--- src/rtl/usbd_irq_pkg.sv ---
package usbd_irq_pkg;

    localparam int REG_W = 32;

    // word select values
    localparam logic [1:0] A_ENABLE = 2'd0;
    localparam logic [1:0] A_STATUS = 2'd1;
    localparam logic [1:0] A_EPWORD = 2'd2;

    // enable word bit positions
    localparam int B_EN_BUS  = 0;
    localparam int B_EN_USB  = 1;
    localparam int B_EN_VBUS = 2;
    localparam int B_EN_WAKE = 3;
    localparam int B_EN_WKFN = 8;
    localparam int B_EN_NAK  = 15;

    // status word bit positions
    localparam int B_F_BUS   = 0;
    localparam int B_F_USB   = 1;
    localparam int B_F_VBUS  = 2;
    localparam int B_F_WAKE  = 3;
    localparam int B_F_EP0   = 16;
    localparam int B_F_SETUP = 31;

    typedef enum logic [2:0] {
        CODE_IN_ACK    = 3'b000,
        CODE_IN_NAK    = 3'b001,
        CODE_OUT0_ACK  = 3'b010,
        CODE_SETUP_ACK = 3'b011,
        CODE_OUT1_ACK  = 3'b110,
        CODE_ISO_END   = 3'b111
    } xfer_code_e;

endpackage

--- src/rtl/usbd_irq_evfilt.sv ---
module usbd_irq_evfilt
    import usbd_irq_pkg::*;
#(
    parameter int NUM_EP  = 6,
    parameter int EPIDX_W = 4,
    parameter int CODE_W  = 3
) (
    input  logic               xfer_vld,
    input  logic [EPIDX_W-1:0] xfer_ep,
    input  logic [CODE_W-1:0]  xfer_code,
    input  logic               nak_rpt,
    output logic               accept,
    output logic [NUM_EP-1:0]  ep_hit
);

    logic is_nak;

    assign is_nak = (xfer_code == CODE_W'(CODE_IN_NAK));
    assign accept = xfer_vld && !(is_nak && !nak_rpt);

    for (genvar i = 0; i < NUM_EP; i++) begin : g_hit
        assign ep_hit[i] = accept && (xfer_ep == EPIDX_W'(i));
    end

endmodule

--- src/rtl/usbd_irq_epbank.sv ---
module usbd_irq_epbank #(
    parameter int NUM_EP = 6,
    parameter int CODE_W = 3
) (
    input  logic                     clk,
    input  logic                     rst_n,
    input  logic [NUM_EP-1:0]        ep_hit,
    input  logic [CODE_W-1:0]        set_code,
    input  logic                     clr_all,
    input  logic [NUM_EP-1:0]        clr_one,
    output logic [NUM_EP-1:0]        ep_flags,
    output logic [NUM_EP*CODE_W-1:0] ep_codes
);

    typedef struct packed {
        logic [NUM_EP-1:0]             flg;
        logic [NUM_EP-1:0][CODE_W-1:0] code;
    } bank_t;

    bank_t b_d, b_q;

    always_comb begin
        b_d = b_q;
        for (int i = 0; i < NUM_EP; i++) begin
            b_d.flg[i] = ep_hit[i] | (b_q.flg[i] & ~clr_all & ~clr_one[i]);
            if (ep_hit[i]) begin
                b_d.code[i] = set_code;
            end
        end
    end

    always_ff @(posedge clk or negedge rst_n) begin
        if (!rst_n) begin
            b_q <= '0;
        end else begin
            b_q <= b_d;
        end
    end

    assign ep_flags = b_q.flg;

    for (genvar i = 0; i < NUM_EP; i++) begin : g_code
        assign ep_codes[i*CODE_W +: CODE_W] = b_q.code[i];
    end

endmodule

--- src/rtl/usbd_irq_agg.sv ---
module usbd_irq_agg
    import usbd_irq_pkg::*;
#(
    parameter int NUM_EP  = 6,
    parameter int EPIDX_W = 4,
    parameter int CODE_W  = 3
) (
    input  logic               clk,
    input  logic               rst_n,
    input  logic               reg_wr,
    input  logic [1:0]         reg_addr,
    input  logic [REG_W-1:0]   reg_wdata,
    output logic [REG_W-1:0]   reg_rdata,
    input  logic               ev_bus,
    input  logic               ev_vbus,
    input  logic               ev_wake,
    input  logic               ev_setup,
    input  logic               ev_xfer,
    input  logic [EPIDX_W-1:0] ev_ep,
    input  logic [CODE_W-1:0]  ev_code,
    input  logic               ev_ovr,
    output logic               irq
);

    localparam int LAST_W = EPIDX_W + CODE_W + 1;
    localparam int PACK_W = LAST_W + CODE_W * NUM_EP;

    typedef struct packed {
        logic               en_bus;
        logic               en_usb;
        logic               en_vbus;
        logic               en_wake;
        logic               en_wkfn;
        logic               en_nak;
        logic               f_bus;
        logic               f_usb;
        logic               f_vbus;
        logic               f_wake;
        logic               f_setup;
        logic [EPIDX_W-1:0] last_ep;
        logic [CODE_W-1:0]  last_code;
        logic               last_ovr;
    } agg_t;

    agg_t s_d, s_q;

    logic                     wr_en, wr_st;
    logic                     xfer_ok;
    logic [NUM_EP-1:0]        ep_hit;
    logic [NUM_EP-1:0]        ep_flags;
    logic [NUM_EP*CODE_W-1:0] ep_codes;
    logic [REG_W-1:0]         en_word, sts_word, epw_word;
    logic                     wdata_unused;

    assign wr_en        = reg_wr && (reg_addr == A_ENABLE);
    assign wr_st        = reg_wr && (reg_addr == A_STATUS);
    assign wdata_unused = ^reg_wdata;

    usbd_irq_evfilt #(
        .NUM_EP (NUM_EP),
        .EPIDX_W(EPIDX_W),
        .CODE_W (CODE_W)
    ) filt_i (
        .xfer_vld (ev_xfer),
        .xfer_ep  (ev_ep),
        .xfer_code(ev_code),
        .nak_rpt  (s_q.en_nak),
        .accept   (xfer_ok),
        .ep_hit   (ep_hit)
    );

    usbd_irq_epbank #(
        .NUM_EP(NUM_EP),
        .CODE_W(CODE_W)
    ) bank_i (
        .clk     (clk),
        .rst_n   (rst_n),
        .ep_hit  (ep_hit),
        .set_code(ev_code),
        .clr_all (wr_st && reg_wdata[B_F_USB]),
        .clr_one (wr_st ? reg_wdata[B_F_EP0 +: NUM_EP] : '0),
        .ep_flags(ep_flags),
        .ep_codes(ep_codes)
    );

    always_comb begin
        s_d = s_q;
        if (wr_en) begin
            s_d.en_bus  = reg_wdata[B_EN_BUS];
            s_d.en_usb  = reg_wdata[B_EN_USB];
            s_d.en_vbus = reg_wdata[B_EN_VBUS];
            s_d.en_wake = reg_wdata[B_EN_WAKE];
            s_d.en_wkfn = reg_wdata[B_EN_WKFN];
            s_d.en_nak  = reg_wdata[B_EN_NAK];
        end
        // a new event outranks a clear in the same cycle
        s_d.f_bus   = ev_bus   | (s_q.f_bus   & ~(wr_st && reg_wdata[B_F_BUS]));
        s_d.f_usb   = xfer_ok  | (s_q.f_usb   & ~(wr_st && reg_wdata[B_F_USB]));
        s_d.f_vbus  = ev_vbus  | (s_q.f_vbus  & ~(wr_st && reg_wdata[B_F_VBUS]));
        s_d.f_wake  = ev_wake  | (s_q.f_wake  & ~(wr_st && reg_wdata[B_F_WAKE]));
        s_d.f_setup = ev_setup | (s_q.f_setup & ~(wr_st && reg_wdata[B_F_SETUP]));
        if (xfer_ok) begin
            s_d.last_ep   = ev_ep;
            s_d.last_code = ev_code;
            s_d.last_ovr  = ev_ovr;
        end
    end

    always_ff @(posedge clk or negedge rst_n) begin
        if (!rst_n) begin
            s_q <= '0;
        end else begin
            s_q <= s_d;
        end
    end

    always_comb begin
        en_word            = '0;
        en_word[B_EN_BUS]  = s_q.en_bus;
        en_word[B_EN_USB]  = s_q.en_usb;
        en_word[B_EN_VBUS] = s_q.en_vbus;
        en_word[B_EN_WAKE] = s_q.en_wake;
        en_word[B_EN_WKFN] = s_q.en_wkfn;
        en_word[B_EN_NAK]  = s_q.en_nak;

        sts_word                      = '0;
        sts_word[B_F_BUS]             = s_q.f_bus;
        sts_word[B_F_USB]             = s_q.f_usb;
        sts_word[B_F_VBUS]            = s_q.f_vbus;
        sts_word[B_F_WAKE]            = s_q.f_wake;
        sts_word[B_F_EP0 +: NUM_EP]   = ep_flags;
        sts_word[B_F_SETUP]           = s_q.f_setup;

        epw_word             = '0;
        epw_word[PACK_W-1:0] = {ep_codes, s_q.last_ovr, s_q.last_code, s_q.last_ep};
    end

    always_comb begin
        case (reg_addr)
            A_ENABLE: reg_rdata = en_word;
            A_STATUS: reg_rdata = sts_word;
            A_EPWORD: reg_rdata = epw_word;
            default:  reg_rdata = '0;
        endcase
    end

    assign irq = (s_q.f_bus  & s_q.en_bus)
               | (s_q.f_vbus & s_q.en_vbus)
               | (s_q.f_wake & s_q.en_wake)
               | ((s_q.f_usb | (|ep_flags) | s_q.f_setup) & s_q.en_usb);

endmodule

--- config.mk ---
export PLATFORM = sky130hd
export DESIGN_NAME = usbd_irq_agg
export DESIGN_NICKNAME = d
export VERILOG_FILES = /design/src/rtl/usbd_irq_pkg.sv /design/src/rtl/usbd_irq_evfilt.sv /design/src/rtl/usbd_irq_epbank.sv /design/src/rtl/usbd_irq_agg.sv
export SDC_FILE = /design/constraint.sdc
export NUM_CORES = 1
export LEC_CHECK = 0
export BUFFER_PORTS_ARGS = -buffer_cell sky130_fd_sc_hd__buf_2
export CORE_MARGIN = 2
export CORE_UTILIZATION = 45
export CTS_BUF_LIST = sky130_fd_sc_hd__clkbuf_4
export CTS_CLUSTER_DIAMETER = 40
export DETAILED_ROUTE_END_ITERATION = 10
export PLACE_DENSITY = 0.82
export SYNTH_ARGS = -nofsm -noshare
export SYNTH_HDL_FRONTEND = slang
export SYNTH_SLANG_ARGS = --single-unit
--- constraint.sdc ---
create_clock -name clk -period 2.3 [get_ports clk]
set_clock_uncertainty 0.2 [all_clocks]
set_input_delay 0 -clock clk [delete_from_list [all_inputs] [get_ports clk]]
set_output_delay 0 -clock clk [all_outputs]
set_load 0.02 [all_outputs]
==> results.py <==
metrics = {
    "setup_path": {
        "crit_start": "reg_wdata[1]",
        "crit_top_cell": "dlygate4sd3_1",
        "critPathLaunchType": "input pin",
        "regToRegEndpoint": "bank_i.ep_codes[16]$_DFFE_PN0P_",
        "path_delay_family": "buffers and inverters",
        "crit_cells": 7,
        "worst-path-max-fanout": 8,
        "crit_end": "bank_i.ep_flags[0]$_DFF_PN0_",
        "path_buf_inv": 4,
        "critPathRequiredTime_ns": 2.33,
        "crit_type": "input pin to register",
        "reg2reg_setup_slack_ns": 0.20,
        "crit_path_top_delay_cell": "dlygate4sd3_1",
        "crit_path_end_kind": "register",
        "reg2regPathDepth": 3,
        "critical_path.max_stage_delay_ns": 0.59,
        "crit_chain": "dlygate4sd3_1, buf_2, nor2_1, dlygate4sd3_1, o21ai_0, dlygate4sd3_1, nand2_1",
        "crit_arrival_ns": 2.14,
        "r2r-start": "en_word[15]$_DFFE_PN0P_",
    },
    "detailed_routing": {
        "drt_iter0_markers": 137,
        "dr.pass1.iters": 4,
        "wl_per_cell_um": 15.6,
        "dr_total_vias": 1745,
        "avgViaCountPerCell": 5.30,
        "drc_errors": 0,
        "drt_wl_total_mm": 5.14,
        "ant_nets": 0,
    },
    "grt": {
        "overflow": 0,
        "grt_pass1_vias": 1762,
        "grtUsageTotal_pct": 21.3,
        "antenna_found_initial": 0,
        "grt_pass1_wl_mm": 8.31,
        "grt_start_max_net_pins": 44,
    },
    "sta": {
        "fmax_ghz": 0.473,
        "tightest_slew_ns": 0.937,
        "tns_ns": 0,
        "rsz0062_at_grt": "no",
        "period_share_pct": 92.0,
        "period_minus_slack_ns": 2.12,
        "setup_viol": 0,
        "final_hold_viol_count": 0,
        "finalMaxSlewViolations": 0,
        "slew-limit-headroom_pct": 37.5,
    },
    "yosys": {
        "ys_seq_elements": 43,
        "synthCells": 179,
        "avgSynthCellArea_sq_um": 11.7,
        "synth-edff-count": 0,
        "synthMuxAreaShare_pct": 18.4,
        "async_flop_share_pct": 100,
        "synthAdderAreaFrac_pct": 0,
        "synth-compound-area-share_pct": 8.58,
        "netlist.area_leader.share_pct": 51.3,
        "synth-xor-area-share_pct": 0,
        "yosys-top-cells-area": "dfrtp_1 51%, mux2_1 8.0%, mux2_2 7.5%, and2_1 4.5%, a22o_1 3.3%",
        "synth_seq_area_share_pct": 51.3,
        "yosys_warnings": 0,
        "synth-simple-area-share_pct": 17.5,
        "synth_top_family_by_area": "multiplexers",
        "yosysTopAreaCell": "dfrtp_1",
        "yosysUniqueCellTypes": 33,
        "ys.flop_type": "dfrtp_1",
        "synth.cell_area_sq_um": 2100,
    },
    "finish": {
        "area_growth_pct": 36.1,
        "fin_cells": 329,
        "drive_gt1_share_pct": 32.1,
        "layout_common_cells": "58 x buf_2, 43 x dfrtp_1, 40 x dlygate4sd3_1, 16 x nand2_1",
        "nFillCells": 320,
        "final_common_cell": "buf_2",
        "nNetsFinal": 326,
        "num_antenna_cells": 0,
    },
    "power": {
        "seq_power_share_pct": 54.1,
        "p_int_mw": 1.26,
        "p_per_area_nw_per_um2": 622,
        "power_switching_uw": 518,
        "comb_power_share_pct": 25.7,
        "switching_share_pct": 29.1,
        "p_leak_nw": 1.38,
        "irDropWorstVdd_uv": 496,
        "p_clk_share_pct": 20.3,
    },
    "placement": {
        "dp_hpwl_mm": 3.29,
        "gp_congestion": 0.800,
        "port_buffers": 58,
        "placed_cells": 281,
    },
    "die": {
        "die_w_um": 72.3,
        "start_util_pct": 47.6,
        "fp.coreArea_sq_um": 4410,
        "die-area_sq_um": 5230,
        "io_pins": 83,
        "die_h_um": 72.3,
        "fp-row-count": 24,
    },
    "cts": {
        "clock_sinks": 43,
        "ctsResizeCount": 0,
        "clk_path_buf_depth": 2,
        "cts_made_buffers": 5,
        "cts_htree_levels": 2,
        "cts_tree": "built",
        "clk_latency_ns": 0.33,
        "clk_pin_slew_ns": 0.11,
        "clock-root-buffer": "clkbuf_4",
    },
    "flow_run": {
        "cap_violations": 0,
    },
    "worst_hold_path": {
        "hold_class": "input pin to register",
    },
    "status": {
        "outcome": "completed",
    },
}
-- cell usage after synthesis, types with 2 or more instances --
library cell and count:
dfrtp_1 43, nand2_1 16, and2_1 15, mux2_1 15
mux2_2 14, o21ai_0 12, a22o_1 8, nor2_1 8
mux2i_1 6, buf_4 5, a21o_1 4, clkbuf_1 4
a21oi_1 2, buf_2 2, inv_1 2, nand3_2 2
nand4_2 2, nand4b_2 2, nor2b_1 2, or4_1 2
-- power groups by stage --
stage                     clock network, mW  logic, mW  registers [mW]
after floorplan                           0      0.273           0.949
after global placement                    0      0.375           0.969
after detailed placement                  0      0.386           0.976
after CTS                             0.376      0.452           0.960
after global routing                  0.422      0.496           0.979
final                                 0.360      0.456           0.961
-- tightest hold or removal path, delay by kind of cell --
kind / cells / cell delay [ns]
and+or+nand+nor: 2 / 0.29
buffers and inverters: 1 / 0.18
AOI/OAI and AO/OA: 1 / 0.12
-- sequential cells by signal, summed over array words and instances, names as in the netlist --
signal,flops
en_word,6
bank_i.ep_codes,18
s_q,5
epw_word,8
bank_i.ep_flags,6
-- final cells by class --
cell class	instances	area [sq um]	area share, %
sequential	43	1080	37.7
multi-input combinational	125	953	33.4
timing repair buffer	99	698	24.4
tap	52	65.1	2.28
clock buffer	7	52.6	1.84
inverter	2	7.51	0.263
clock inverter	1	5.00	0.175
-- per-layer routing --
layer / track usage [%] / vias to the layer above / wire [um]
met5: 0 / - / 0
li1: - / 822 / -
met2: 35.3 / 60 / 2590
met1: 26.8 / 855 / 2210
met4: 9.43 / 0 / 103
met3: 4.58 / 8 / 246
-- stage by stage --
step | setup slack [ns] | util, % | hold WS [ns] | instance area [sq um] | total power, mW
after floorplan | 0.489 | - | -0.496 | 2110 | 1.22
after global placement | 0.266 | 54.4 | -0.0235 | 2400 | 1.34
after detailed placement | 0.229 | 54.4 | -0.0116 | 2400 | 1.36
after CTS | 0.205 | 64.7 | 0.0465 | 2860 | 1.79
after global routing | 0.114 | 64.7 | 0.0785 | 2860 | 1.90
final | 0.185 | 64.7 | 0.0888 | 2860 | 1.78
-- kinds of logic after synthesis --
family	after synthesis
AND/OR/NAND/NOR	58
flip-flops	43
multiplexers	35
AO/OA/AOI/OAI	27
buffers and inverters	15
other	1
-- worst min-delay path by stage --
stage / from / endpoint / cells after the start
after floorplan: rst_n / bank_i.ep_codes[0]$_DFFE_PN0P_ / 0
after global placement: ev_bus / s_q[12]$_DFF_PN0_ / 2
after detailed placement: rst_n / en_word[8]$_DFFE_PN0P_ / 1
after CTS: reg_addr[0] / en_word[2]$_DFFE_PN0P_ / 3
after global routing: reg_addr[0] / en_word[3]$_DFFE_PN0P_ / 3
final: reg_addr[0] / s_q[11]$_DFF_PN0_ / 4
-- timing repair --
action | CTS | global route
hold endpoints to repair | 86 | 0
buffers inserted | 0 | 0
hold buffers | 40 | 0
No activity file was read; power rests on OpenSTA's default activity.
